**src/rtl/osc_settle_pkg.sv**
```systemverilog
package osc_settle_pkg;
   typedef enum logic [1:0] {
      ST_POR_WAIT  = 2'd0,
      ST_RUN       = 2'd1,
      ST_STOP      = 2'd2,
      ST_WAKE_WAIT = 2'd3
   } settle_state_e;
endpackage

```
**src/rtl/osc_div_chain.sv**
```systemverilog
module osc_div_chain #(
   parameter int STAGES = 12
) (
   input  logic              clk_x4,
   input  logic              arst,
   input  logic              clr,
   input  logic              adv,
   output logic [STAGES-1:0] cnt,
   output logic              wrap
);
   logic [STAGES:0] carry;
   assign carry[0] = adv;

   for (genvar gi = 0; gi < STAGES; gi++) begin : g_stage
      logic bit_q;
      always_ff @(negedge clk_x4 or posedge arst) begin
         if (arst)             bit_q <= 1'b0;
         else if (clr)         bit_q <= 1'b0;
         else if (carry[gi])   bit_q <= ~bit_q;
      end
      assign cnt[gi]      = bit_q;
      assign carry[gi+1]  = carry[gi] & bit_q;
   end

   assign wrap = carry[STAGES];

   // a frozen, uncleared chain keeps its value
   p_frozen_hold_r5: assert property (@(negedge clk_x4) disable iff (arst)
      (!adv && !clr) |=> $stable(cnt));
   // an advancing chain steps by one
   p_step_one_r10: assert property (@(negedge clk_x4) disable iff (arst)
      (adv && !clr) |=> (cnt == $past(cnt) + 1'b1));
endmodule

```
**src/rtl/osc_recovery_ctrl.sv**
```systemverilog
module osc_recovery_ctrl
   import osc_settle_pkg::*;
#(
   parameter int STAGES       = 12,
   parameter int SHORT_STAGES = 5
) (
   input  logic              clk_x4,
   input  logic              arst,
   input  logic              stop_req,
   input  logic              wake,
   input  logic              short_rec,
   input  logic [STAGES-1:0] cnt,
   output logic              adv,
   output logic              clr,
   output logic              bus_clk_en,
   output logic              rec_done
);
   settle_state_e state_q, state_d;
   logic short_q;
   logic waiting, hit_short, hit_long, expire;

   assign hit_short = &cnt[SHORT_STAGES-1:0];
   assign hit_long  = &cnt;
   assign waiting   = (state_q == ST_POR_WAIT) || (state_q == ST_WAKE_WAIT);
   assign adv       = (state_q != ST_STOP);
   assign clr       = (state_q == ST_RUN) && stop_req;
   assign expire    = waiting && (short_q ? hit_short : hit_long);

   always_comb begin
      state_d = state_q;
      unique case (state_q)
         ST_POR_WAIT:  if (expire)   state_d = ST_RUN;
         ST_RUN:       if (stop_req) state_d = ST_STOP;
         ST_STOP:      if (wake)     state_d = ST_WAKE_WAIT;
         ST_WAKE_WAIT: if (expire)   state_d = ST_RUN;
         default:                    state_d = ST_POR_WAIT;
      endcase
   end

   always_ff @(negedge clk_x4 or posedge arst) begin
      if (arst) begin
         state_q  <= ST_POR_WAIT;
         short_q  <= 1'b0;
         rec_done <= 1'b0;
      end else begin
         state_q  <= state_d;
         rec_done <= expire;
         if (state_q == ST_STOP && wake) short_q <= short_rec;
      end
   end

   assign bus_clk_en = (state_q == ST_RUN);

   // the enable only rises together with the done pulse
   p_rise_with_done_r3: assert property (@(negedge clk_x4) disable iff (arst)
      $rose(bus_clk_en) |-> rec_done);
   // the done indication is a single-cycle pulse
   p_done_single_r3: assert property (@(negedge clk_x4) disable iff (arst)
      rec_done |=> !rec_done);
   // a stop clears the chain and drops the enable
   p_stop_clears_r5: assert property (@(negedge clk_x4) disable iff (arst)
      clr |=> (!bus_clk_en && cnt == '0));
endmodule

```
**src/rtl/osc_wdog_div.sv**
```systemverilog
module osc_wdog_div (
   input  logic clk_x4,
   input  logic arst,
   input  logic wrap,
   output logic wdog_clk
);
   always_ff @(negedge clk_x4 or posedge arst) begin
      if (arst)      wdog_clk <= 1'b0;
      else if (wrap) wdog_clk <= ~wdog_clk;
   end

   // the watchdog clock moves only on a chain wrap
   p_toggle_on_wrap_r4: assert property (@(negedge clk_x4) disable iff (arst)
      (wdog_clk != $past(wdog_clk)) |-> $past(wrap));
endmodule

```
**src/rtl/osc_settle_timer.sv**
```systemverilog
module osc_settle_timer #(
   parameter int CHAIN_STAGES = 12,
   parameter int SHORT_STAGES = 5
) (
   input  logic clk_x4,
   input  logic por_req,
   input  logic stop_req,
   input  logic wake_irq,
   input  logic wake_brk,
   input  logic ext_rst,
   input  logic short_rec,
   output logic bus_clk_en,
   output logic rec_done,
   output logic wdog_clk
);
   localparam int LONG_CYCLES  = 1 << CHAIN_STAGES;
   localparam int SHORT_CYCLES = 1 << SHORT_STAGES;

   if (CHAIN_STAGES < 2 || CHAIN_STAGES > 24) begin : g_bad_chain
      $error("CHAIN_STAGES out of range");
   end
   if (SHORT_STAGES < 1 || SHORT_CYCLES >= LONG_CYCLES) begin : g_bad_short
      $error("SHORT_STAGES must give a delay shorter than the chain");
   end

   logic [CHAIN_STAGES-1:0] cnt;
   logic wrap, adv, clr, wake;

   assign wake = wake_irq | wake_brk | ext_rst;

   osc_div_chain #(.STAGES(CHAIN_STAGES)) u_chain (
      .clk_x4 (clk_x4),
      .arst   (por_req),
      .clr    (clr),
      .adv    (adv),
      .cnt    (cnt),
      .wrap   (wrap)
   );

   osc_recovery_ctrl #(.STAGES(CHAIN_STAGES), .SHORT_STAGES(SHORT_STAGES)) u_ctrl (
      .clk_x4     (clk_x4),
      .arst       (por_req),
      .stop_req   (stop_req),
      .wake       (wake),
      .short_rec  (short_rec),
      .cnt        (cnt),
      .adv        (adv),
      .clr        (clr),
      .bus_clk_en (bus_clk_en),
      .rec_done   (rec_done)
   );

   osc_wdog_div u_wdog (
      .clk_x4   (clk_x4),
      .arst     (por_req),
      .wrap     (wrap),
      .wdog_clk (wdog_clk)
   );

   // a pin reset while running leaves the enable high
   p_ext_rst_quiet_r9: assert property (@(negedge clk_x4) disable iff (por_req)
      (ext_rst && bus_clk_en && !stop_req) |=> bus_clk_en);
endmodule

```
**config.mk**
```make
export PLATFORM = sky130hd
export DESIGN_NAME = osc_settle_timer
export DESIGN_NICKNAME = d
export VERILOG_FILES = /design/src/rtl/osc_settle_pkg.sv /design/src/rtl/osc_div_chain.sv /design/src/rtl/osc_recovery_ctrl.sv /design/src/rtl/osc_wdog_div.sv /design/src/rtl/osc_settle_timer.sv
export SDC_FILE = /design/constraint.sdc
export NUM_CORES = 1
export LEC_CHECK = 0
export BUFFER_PORTS_ARGS = -buffer_cell sky130_fd_sc_hd__buf_2
export CORE_MARGIN = 8
export CORE_UTILIZATION = 60
export CTS_CLUSTER_DIAMETER = 120
export DETAILED_ROUTE_END_ITERATION = 7
export GPL_ROUTABILITY_DRIVEN = 0
export PLACE_DENSITY = 0.91
export SYNTH_ARGS = -nofsm -noshare
export SYNTH_HDL_FRONTEND = slang
export SYNTH_SLANG_ARGS = --single-unit
```
**constraint.sdc**
```tcl
create_clock -name clk_x4 -period 4.9 [get_ports clk_x4]
set_input_delay 0.49 -clock clk_x4 [delete_from_list [all_inputs] [get_ports clk_x4]]
set_output_delay 0.49 -clock clk_x4 [all_outputs]
set_load 0.02 [all_outputs]
```
# Word-level counts from Yosys, hierarchy flattened
# Cells that the tools add are included.
dict set report totals {
  register_bits 17
  input_bits 7
  word_cells 100
}
dict set report classes {
  n_eq_ne 7
  mux 29
  bitwise 27
  reduce_logical 21
}
# op n
set op_table {}
lappend op_table {{2-to-1 mux 1 bit} 25}
lappend op_table {{nonzero test 2 bit} 12}
lappend op_table {{inverter 1 bit} 13}
lappend op_table {{bitwise AND 1 bit} 12}
lappend op_table {{AND reduction 12 bit} 1}
lappend op_table {{2-to-1 mux 2 bit} 3}
lappend op_table {{one-hot mux 2 bit (3 select lines)} 1}
lappend op_table {{AND reduction 5 bit} 1}
lappend op_table {{== test 2 bit (second input constant)} 2}
lappend op_table {{!= test 2 x 1 -> 1 bit (second input constant)} 2}
lappend op_table {{!= test 2 bit (second input constant)} 2}
lappend op_table {{logical AND 1 bit} 3}
lappend op_table {{AND reduction 3 bit} 1}
lappend op_table {{== test 2 x 1 -> 1 bit (second input constant)} 1}
lappend op_table {{logical NOT 2 bit} 1}
lappend op_table {{OR 1 bit} 2}
lappend op_table {{OR reduction 2 bit} 1}
lappend op_table {{logical OR 1 bit} 1}

# Longest topological paths before layout
# Gate-level depths: netlist of run 1.
dict set report depth {
  ltp_word 14
  ltp_mapped 7
  mapped_depth_nobuf 6
}

# Hierarchy
# Synthesis of run 1 repeated with hierarchy kept, for this count alone.
dict set report unflattened {
  hier_cells 108
  area_unflattened_um2 1019.7
}
# mod instances cells_each area_each_um2
set modules_own_cells {}
lappend modules_own_cells {osc_div_chain 1 72 686.9}
lappend modules_own_cells {osc_recovery_ctrl 1 32 289.0}
lappend modules_own_cells {osc_wdog_div 1 3 37.5}
lappend modules_own_cells {osc_settle_timer 1 1 6.3}

==> metrics.md, run 1 <==
| Metric | Value |
|---|---|
| Buf/Inv on CP | `2` |
| R2r endpoint | `u_chain.g_stage[11].bit_q` |
| Initial Utilization | `0.6252` |
| Num rows | `14` |
| Setup Skew | `0.004870 ns` |
| Initial DRC count | `9` |
| Antenna cells | `0` |
| Resize count post-CTS | `0` |
| Critical Path End | `bus_clk_en` |
| Remaining DRCs | `0` |
| Htree depth | `1` |
| Element type at the critical path end | `primary output` |
| Slew Limit Headroom | `0.5801` |
| Crit-path cells | `inv_1 > ha_1 > buf_2` |
| Worst Max-Slew Pin Slew | `0.6291 ns` |
| Cell area after synthesis | `930.9 sq um` |
| First-pass GRT wire length | `2911 um` |
| CP Depth | `3` |
| Crit-path max cell delay | `0.49 ns` |
| Drt pass-1 iters | `4` |
| R2r worst-path depth | `6` |
| Antenna violations before repair | `0` |
| Clock-pin slew on the worst setup and hold paths | `0.07 ns` |
| NumNets Final | `111` |
| CP Launch Type | `flip-flop` |
| Int Pwr | `0.2884 mW` |
| Syn_area_per_cell | `10.58 sq um` |
| Detailed-route via count | `642` |
| Max_cap viols | `0` |
| Post-DR wirelength/cell | `13.89 um` |
| Port buffer count | `9` |
| R2R setup slack | `3.21 ns` |
| Pin count of the biggest net entering global routing | `18` |
| CP startpoint | `u_ctrl.state_q[1]` |
| Hold Fails Final Rpt | `0` |
| Via density | `5.583` |
| Setup Viol. Count Final | `0` |
| Status | `finished, final reports clean` |
| Crit Path Category | `flip-flop to primary output` |
| GRT overflow | `0` |
| VDD IR max | `0.3395 mV` |
| All-layer global routing usage | `0.1121` |
| Final Util | `0.6807` |
| Synth Register Bits | `17` |
| Ys Warns | `0` |
| Crit path max-delay family | `flip-flops` |
| Clk_lat worst skew | `0.29 ns` |
| Die width | `55.39 um` |
| Critical Path RT | `4.41 ns` |
| Clock tree from TritonCTS | `done` |
| Ratio of cells with drive above 1 in the final layout | `0.2020` |
| Area growth syn-to-layout | `8.871%` |
| WP data arrival | `3.68 ns` |
| Worst Hold Class | `flip-flop to flip-flop` |
| TNS Setup | `0 ns` |
| Pleak | `0.4654 nW` |
| P per Cell Area | `463.4 nW/um^2` |
| Pins over their slew limit | `0` |
| Asr flop ratio synth | `1.000` |
| RSZ-0062 raised after global routing | `no` |
| Logic pwr share | `0.347` |
| Critical R2R Launch | `u_ctrl.state_q[0]` |
| Post-CTS Setup Inserts | `0` |
| Vias in the first global route | `729` |
| # fillers | `110` |
| Post-DP HPWL | `1212 um` |
| TritonCTS buffer count | `3` |
| Sw Share | `0.3859` |
| Register area share after synthesis | `0.4570` |
| Post-DRT Antenna Nets | `0` |
| Max stage delay cell, worst path | `dfrtn_1` |
| Place WS | `1.014 ns` |
| Switching power | `0.1812 mW` |
| Final setup margin | `0.7304 ns` |
| Mapped Cells | `88` |
| Worst Path Max Fanout | `4` |
| Overall Power | `0.4697 mW` |
| Netlist cell types | `30` |
| Routed WL | `1597 um` |
| Root Buffer | `clkbuf_4` |
| Longest Clk Path Bufs | `2` |
| Sequential share of power | `0.496` |
| Hold Buf Count CTS | `0` |
| EDFF count, synth | `0` |
| Main synth FF type | `dfrtn_1` |
| Die area | `3068 sq um` |
| CTS sink count | `17` |
| Core Region | `1489 sq um` |
| Syn_nets | `99` |
| Ports | `10` |
| Chip height | `55.39 um` |
| Clk pwr share | `0.157` |
| Hold slack | `0.4368 ns` |
## state kept, by name, summed over array words and instances (netlist names)
| signal | count |
|---|---|
| u_ctrl.rec_done | 1 |
| u_chain.g_stage.bit_q | 12 |
| u_ctrl.short_q | 1 |
| u_wdog.wdog_clk | 1 |
| u_ctrl.state_q | 2 |
## power by group through the flow
stage / sequential [mW] / combinational (mW) / clock (mW)
floorplan: 0.226 / 0.140 / 0
finish: 0.233 / 0.163 / 0.0738
global route: 0.239 / 0.185 / 0.0815
global placement: 0.232 / 0.157 / 0
detailed placement: 0.236 / 0.165 / 0
CTS: 0.233 / 0.166 / 0.0758
## how the worst min path moves through the flow
stage          cells after the start                        end                      start
6_report                           1            u_wdog.wdog_clk            u_wdog.wdog_clk
5_1_grt                            1            u_wdog.wdog_clk            u_wdog.wdog_clk
4_1_cts                            1            u_wdog.wdog_clk            u_wdog.wdog_clk
3_5_place_dp                       1            u_wdog.wdog_clk            u_wdog.wdog_clk
3_3_place_gp                       1            u_wdog.wdog_clk            u_wdog.wdog_clk
2_1_floorplan                      2  u_chain.g_stage[11].bit_q  u_chain.g_stage[11].bit_q
## Yosys cell counts, drive strengths merged, types with 2 or more instances
library cell	instances	area, sq um
nand4	2	12.51
and3	2	13.77
o211ai	2	15.01
nor4	4	43.80
nor2b	3	18.77
nor2	12	45.04
nand2	2	7.510
a21oi	2	10.01
xor2	5	43.79
xnor2	6	52.55
ha	4	50.05
o21ai	3	15.01
nor3	3	15.01
dfrtn	17	425.4
nand3	5	50.04
inv	5	18.77
## cell type report
class | instances | area [sq um] | area share
clock buffer | 4 | 26.28 | 0.02593
sequential | 17 | 425.4 | 0.4198
timing repair buffer | 9 | 45.04 | 0.04444
multi-input combinational | 64 | 478.0 | 0.4716
tap | 16 | 20.02 | 0.01975
inverter | 5 | 18.77 | 0.01852
## per-stage QoR
step / cell area (sq um) / instances
3_3_place_gp: 987.2 / 111
5_1_grt: 1013 / 115
3_5_place_dp: 987.2 / 111
6_report: 1013 / 115
4_1_cts: 1013 / 115
2_1_floorplan: 930.9 / 88
## logic make-up after synthesis
family / synth area share
AO/OA/AOI/OAI: 0.06048
XOR/XNOR: 0.1035
adder cells (fa/ha/maj): 0.05377
buffers and inverters: 0.02956
flip-flops: 0.4570
multiplexers: 0.02285
AND/OR/NAND/NOR: 0.2729
## placed cells by master (no fill, tap or decap), drive strengths merged
| master | count |
|---|---|
| a21oi | 2 |
| xnor2 | 6 |
| a21o | 1 |
| buf | 9 |
| dfrtn | 17 |
| or3 | 1 |
| o211ai | 2 |
| clkbuf | 4 |
| and3 | 2 |
| nor4 | 4 |
| and2 | 1 |
| xor2 | 5 |
| ha | 4 |
| nor2 | 12 |
| nand2 | 2 |
| inv | 5 |
| mux2 | 1 |
| nand2b | 1 |
| nor3 | 3 |
| and3b | 1 |
| nor2b | 3 |
| nand4 | 2 |
| a22o | 1 |
| nand3 | 5 |
| mux2i | 1 |
| nand3b | 1 |
| o21ai | 3 |
## layer usage
| metal | routed length [um] | track usage | vias up |
|---|---|---|---|
| met5 | 0 | 0 | - |
| met4 | 7 | 0.05282 | 0 |
| met2 | 829 | 0.2003 | 7 |
| met3 | 37 | 0.02283 | 2 |
| met1 | 722 | 0.1217 | 312 |
| li1 | - | - | 321 |
Note: power is estimated with default switching activity, not from simulation.
==> inputs of run 2 (changes only) <==
- CORE_UTILIZATION: 60 -> 55
- GPL_TIMING_DRIVEN: unset -> 0
- PLACE_DENSITY: 0.91 -> 0.85
==> metrics.md, run 2 (same netlist as run 1, synthesis figures left out) <==
| Metric | Value |
|---|---|
| Crit-path max cell delay | `0.46 ns` |
| Most common cell after layout, fill and taps aside | `dfrtn_1` |
| R2r worst-path depth | `6` |
| CP Launch Type | `flip-flop` |
| GRT overflow | `0` |
| Max reg flops | `12` |
| CP Depth | `3` |
| Crit path max-delay family | `flip-flops` |
| TritonCTS buffer count | `3` |
| Commonest cells after routing, fill and taps aside | `dfrtn_1 (17), nor2_1 (12), buf_2 (10)` |
| Area growth syn-to-layout | `9.946%` |
| NumNets Final | `113` |
| Root Buffer | `clkbuf_4` |
| Chip height | `57.14 um` |
| Via density | `5.390` |
| Crit-path cells | `inv_1 > ha_1 > buf_2` |
| Die area | `3265 sq um` |
| WP data arrival | `3.63 ns` |
| Port buffer count | `9` |
| Worst Max-Slew Pin Slew | `0.6421 ns` |
| Pleak | `0.4714 nW` |
| Routed WL | `1540 um` |
| Buf/Inv on CP | `2` |
| Post-DRT Antenna Nets | `0` |
| Hold Buf Count CTS | `0` |
| Max_cap viols | `0` |
| Critical R2R Launch | `u_ctrl.state_q[0]` |
| Initial DRC count | `7` |
| RSZ-0062 raised after global routing | `no` |
| Top reg by flops | `u_chain.g_stage.bit_q` |
| Critical Path RT | `4.41 ns` |
| Slew Limit Headroom | `0.5714` |
| Setup Skew | `0.001134 ns` |
| Post-CTS Setup Inserts | `0` |
| CP startpoint | `u_ctrl.state_q[1]` |
| Die width | `57.14 um` |
| Setup Viol. Count Final | `0` |
| Element type at the critical path end | `primary output` |
| Status | `finished, final reports clean` |
| Crit Path Category | `flip-flop to primary output` |
| Detailed-route via count | `636` |
| Htree depth | `1` |
| Largest registers | `u_chain.g_stage.bit_q (12), u_ctrl.state_q (2)` |
| Placed Instance Area | `997.2 sq um` |
| All-layer global routing usage | `0.1010` |
| Hold Crit Depth | `1` |
| Clk_lat worst skew | `0.28 ns` |
| P per Cell Area | `460.2 nW/um^2` |
| Ratio of cells with drive above 1 in the final layout | `0.2079` |
| VDD IR max | `0.2366 mV` |
| Post-DP HPWL | `1203 um` |
| Hold Crit Start | `u_wdog.wdog_clk` |
| First-pass GRT wire length | `2753 um` |
| Hold Fails Final Rpt | `0` |
| TNS Setup | `0 ns` |
| Antenna violations before repair | `0` |
| Ports | `10` |
| Post-DR wirelength/cell | `13.05 um` |
| CTS sink count | `17` |
| Clock tree from TritonCTS | `done` |
| Pin count of the biggest net entering global routing | `18` |
| Longest Clk Path Bufs | `2` |
| Pins over their slew limit | `0` |
| Worst Hold Class | `flip-flop to flip-flop` |
| Drt pass-1 iters | `2` |
| Initial Utilization | `0.5636` |
| Worst Path Max Fanout | `4` |
| Max stage delay cell, worst path | `dfrtn_1` |
| Num rows | `15` |
| Final Instance Area | `1023 sq um` |
| Vias in the first global route | `679` |
| Clock-pin slew on the worst setup and hold paths | `0.07 ns` |
| Resize count post-CTS | `0` |
| Core Region | `1652 sq um` |
| Antenna cells | `0` |
| Remaining DRCs | `0` |
## run 2: cell types whose count changed in the layout (fill, tap and decap cells not counted)
cell / before / now
buf_2: 9 / 10
clkbuf_1: 1 / 2
## run 2: layout make-up
type / count / area [sq um]
fillers: 144 / 628.1
multi-input cells: 64 / 478.0
flip-flops and latches: 17 / 425.4
repair buffers: 9 / 45.04
clock buffers: 4 / 26.28
well taps: 17 / 21.27
inverters: 5 / 18.77
plain buffers: 2 / 8.758
## run 2: layer usage
layer	GRT usage	vias to the layer above	share of wire	wire, um
met5	0	-	0	0
met4	0.04027	0	0.012	19
met3	0.02217	4	0.023	36
met2	0.1752	8	0.49	759
met1	0.1164	300	0.47	725
li1	-	324	-	-
## run 2: path summary, 6_finish.rpt
check	end	slack, ns
setup / recovery	bus_clk_en	0.78
hold / removal	u_wdog.wdog_clk	0.45
setup reg to reg	u_chain.g_stage[11].bit_q	3.21
hold reg to reg	u_wdog.wdog_clk	0.45
max in group asynchronous	u_chain.g_stage[3].bit_q	1.85
min in group asynchronous	u_ctrl.state_q[1]	2.61
## run 2: per-stage QoR
stage	util	setup slack [ns]	hold slack, ns	std cells	power [mW]
floorplan	-	1.165	0.4551	88	0.3660
global placement	0.6038	0.9974	0.4170	114	0.3929
detailed placement	0.6038	0.9966	0.4560	114	0.4003
CTS	0.6197	0.7736	0.4615	118	0.4757
global route	0.6197	0.6957	0.4668	118	0.5088
finish	0.6197	0.7839	0.4513	118	0.4710
## run 2: report_power, final
group          internal, mW  switching (mW)
Sequential            0.181          0.0503
Combinational        0.0794          0.0855
Clock                0.0316          0.0435
Total                 0.292           0.179
==> inputs of run 3 (changes only) <==
- ABC_AREA: unset -> 1
- CORE_UTILIZATION: 55 -> 50
- PLACE_DENSITY: 0.85 -> 0.82
- clock period: 4.9 -> 3.3 ns (I/O delays scaled with it)
==> metrics.md, run 3 <==
| Metric | Value |
|---|---|
| Vias in the first global route | `740` |
| TritonCTS buffer count | `3` |
| Initial DRC count | `16` |
| Largest registers | `u_chain.g_stage.bit_q (12), u_ctrl.state_q (2)` |
| Slew Limit Headroom | `0.5699` |
| GRT overflow | `0` |
| Element type at the critical path end | `primary output` |
| Ports | `10` |
| Post-CTS Setup Inserts | `0` |
| Worst Path Max Fanout | `4` |
| Register area share after synthesis | `0.4564` |
| Detailed-route via count | `755` |
| Drt pass-1 iters | `4` |
| TNS Setup | `0 ns` |
| Post-DRT Antenna Nets | `0` |
| Main synth FF type | `dfrtn_1` |
| Hold Buf Count CTS | `0` |
| Ys Warns | `0` |
| Commonest cells after routing, fill and taps aside | `nand2_1 (29), inv_1 (21), dfrtn_1 (17)` |
| CTS sink count | `17` |
| CP Launch Type | `flip-flop` |
| Mapped Cells | `117` |
| Hold Fails Final Rpt | `0` |
| EDFF count, synth | `0` |
| NumNets Final | `142` |
| Asr flop ratio synth | `1.000` |
| Max_cap viols | `0` |
| Clk_lat worst skew | `0.30 ns` |
| Antenna violations before repair | `0` |
| Chip height | `59.18 um` |
| Placed Cells incl. Taps | `151` |
| Pins over their slew limit | `0` |
| Cell area after synthesis | `932.1 sq um` |
| Syn_area_per_cell | `7.967 sq um` |
| Finished Layout Cells | `155` |
| Setup Viol. Count Final | `0` |
| Die area | `3502 sq um` |
| Most common cell after layout, fill and taps aside | `nand2_1` |
| Setup Skew | `0.005687 ns` |
| First-pass GRT wire length | `3036 um` |
| Longest Clk Path Bufs | `2` |
| Worst Hold Class | `flip-flop to flip-flop` |
| Antenna cells | `0` |
| Synth Register Bits | `17` |
| # fillers | `162` |
| Synth cell count leaders | `nand2_1 (29), inv_1 (21), dfrtn_1 (17)` |
| Die width | `59.18 um` |
| P per Cell Area | `685.1 nW/um^2` |
| Status | `finished, final reports clean` |
| Overall Power | `0.7098 mW` |
| Netlist cell types | `18` |
| WP data arrival | `2.87 ns` |
| Clock tree from TritonCTS | `done` |
| Routed WL | `1721 um` |
| Critical Path RT | `2.97 ns` |
| Post-DP HPWL | `1331 um` |
| Remaining DRCs | `0` |
| Num rows | `15` |
| Root Buffer | `clkbuf_4` |
| Syn_nets | `128` |
| Crit Path Category | `flip-flop to primary output` |
| VDD IR max | `0.5094 mV` |
| Top-count cell post-synth | `nand2_1` |
| Area growth syn-to-layout | `11.14%` |
| Pin count of the biggest net entering global routing | `18` |
| RSZ-0062 raised after global routing | `no` |
| Top reg by flops | `u_chain.g_stage.bit_q` |
| Via density | `4.871` |
| Port buffer count | `9` |
| Htree depth | `1` |
| Synth area leaders | `dfrtn_1 (46%), nand2_1 (12%), inv_1 (8.5%), ha_1 (5.4%), nor2_4 (4.8%)` |
| Worst Max-Slew Pin Slew | `0.6444 ns` |
| Post-DR wirelength/cell | `11.10 um` |
| Ratio of cells with drive above 1 in the final layout | `0.1846` |
| Pleak | `0.5128 nW` |
| Resize count post-CTS | `0` |
| Clock-pin slew on the worst setup and hold paths | `0.07 ns` |
| Yosys top cell area share | `0.4564` |
| Max reg flops | `12` |
| Final Util | `0.5935` |
| All-layer global routing usage | `0.1136` |
| Initial Utilization | `0.5341` |
| Largest area contributor in the synthesized netlist | `dfrtn_1` |
| Core Region | `1745 sq um` |
run 3: changes by cell type after synthesis, sizes merged, moves of 3 or more:
| cell | delta |
|---|---|
| xnor2 | -6 |
| inv | +16 |
| nor2b | -3 |
| nor4 | -4 |
| o21ai | +4 |
| a21oi | +5 |
| nand2 | +30 |
| xor2 | -5 |
run 3: layout make-up:
class / count / area (sq um) / area share
Timing Repair Buffer: 9 / 45.04 / 0.04348
Buffer: 1 / 5.005 / 0.004831
Clock inverter: 1 / 5.005 / 0.004831
Tap cell: 25 / 31.28 / 0.03019
Clock buffer: 3 / 22.52 / 0.02174
Sequential cell: 17 / 425.4 / 0.4106
Multi-Input combinational cell: 77 / 419.2 / 0.4046
Inverter: 22 / 82.58 / 0.07971
run 3: worst paths after layout:
kind | start | end | slack, ns | cells past startpoint
worst max-delay path | u_ctrl.state_q[1] | bus_clk_en | 0.1 | 3
min in group asynchronous | por_req | u_chain.g_stage[11].bit_q | 1.64 | 2
worst min-delay path | u_chain.g_stage[3].bit_q | u_chain.g_stage[3].bit_q | 0.43 | 1
worst min register to register | u_chain.g_stage[3].bit_q | u_chain.g_stage[3].bit_q | 0.43 | 1
worst max register to register | u_ctrl.state_q[0] | u_chain.g_stage[11].bit_q | 1.70 | 8
max in group asynchronous | por_req | u_ctrl.state_q[0] | 1.21 | 2
run 3: kinds of logic after synthesis:
family,after synthesis,synth area share
buffers and inverters,23,0.09396
adder cells (fa/ha/maj),4,0.05369
flip-flops,17,0.4564
AND/OR/NAND/NOR,58,0.3141
AO/OA/AOI/OAI,15,0.08188
run 3: critical path: stages (launching register included):
cell	delay (ns)
dfrtn_1	0.47
inv_1	0.08
ha_1	0.21
buf_2	0.17
run 3: power by group:
part / leakage, nW / switching [mW] / internal [mW]
Sequential: 0.223 / 0.0393 / 0.265
Combinational: 0.272 / 0.191 / 0.100
Clock: 0.0177 / 0.0695 / 0.0452
Total: 0.513 / 0.300 / 0.410
run 3: through the flow:
stage	setup slack [ns]	area, sq um	hold slack [ns]
final	0.09590	1036	0.4287
after global routing	0.02493	1036	0.4609
after detailed placement	0.4272	1008	0.4320
after global placement	0.4352	1008	0.4179
after floorplan	0.5703	932.1	0.3925
after CTS	0.08179	1036	0.4336
run 3: per-layer routing:
layer / vias to the layer above / global-route usage / routed length (um)
li1: 390 / - / -
met2: 14 / 0.1963 / 859
met5: - / 0 / 0
met4: 0 / 0.05119 / 16
met1: 349 / 0.1176 / 761
met3: 2 / 0.04555 / 83
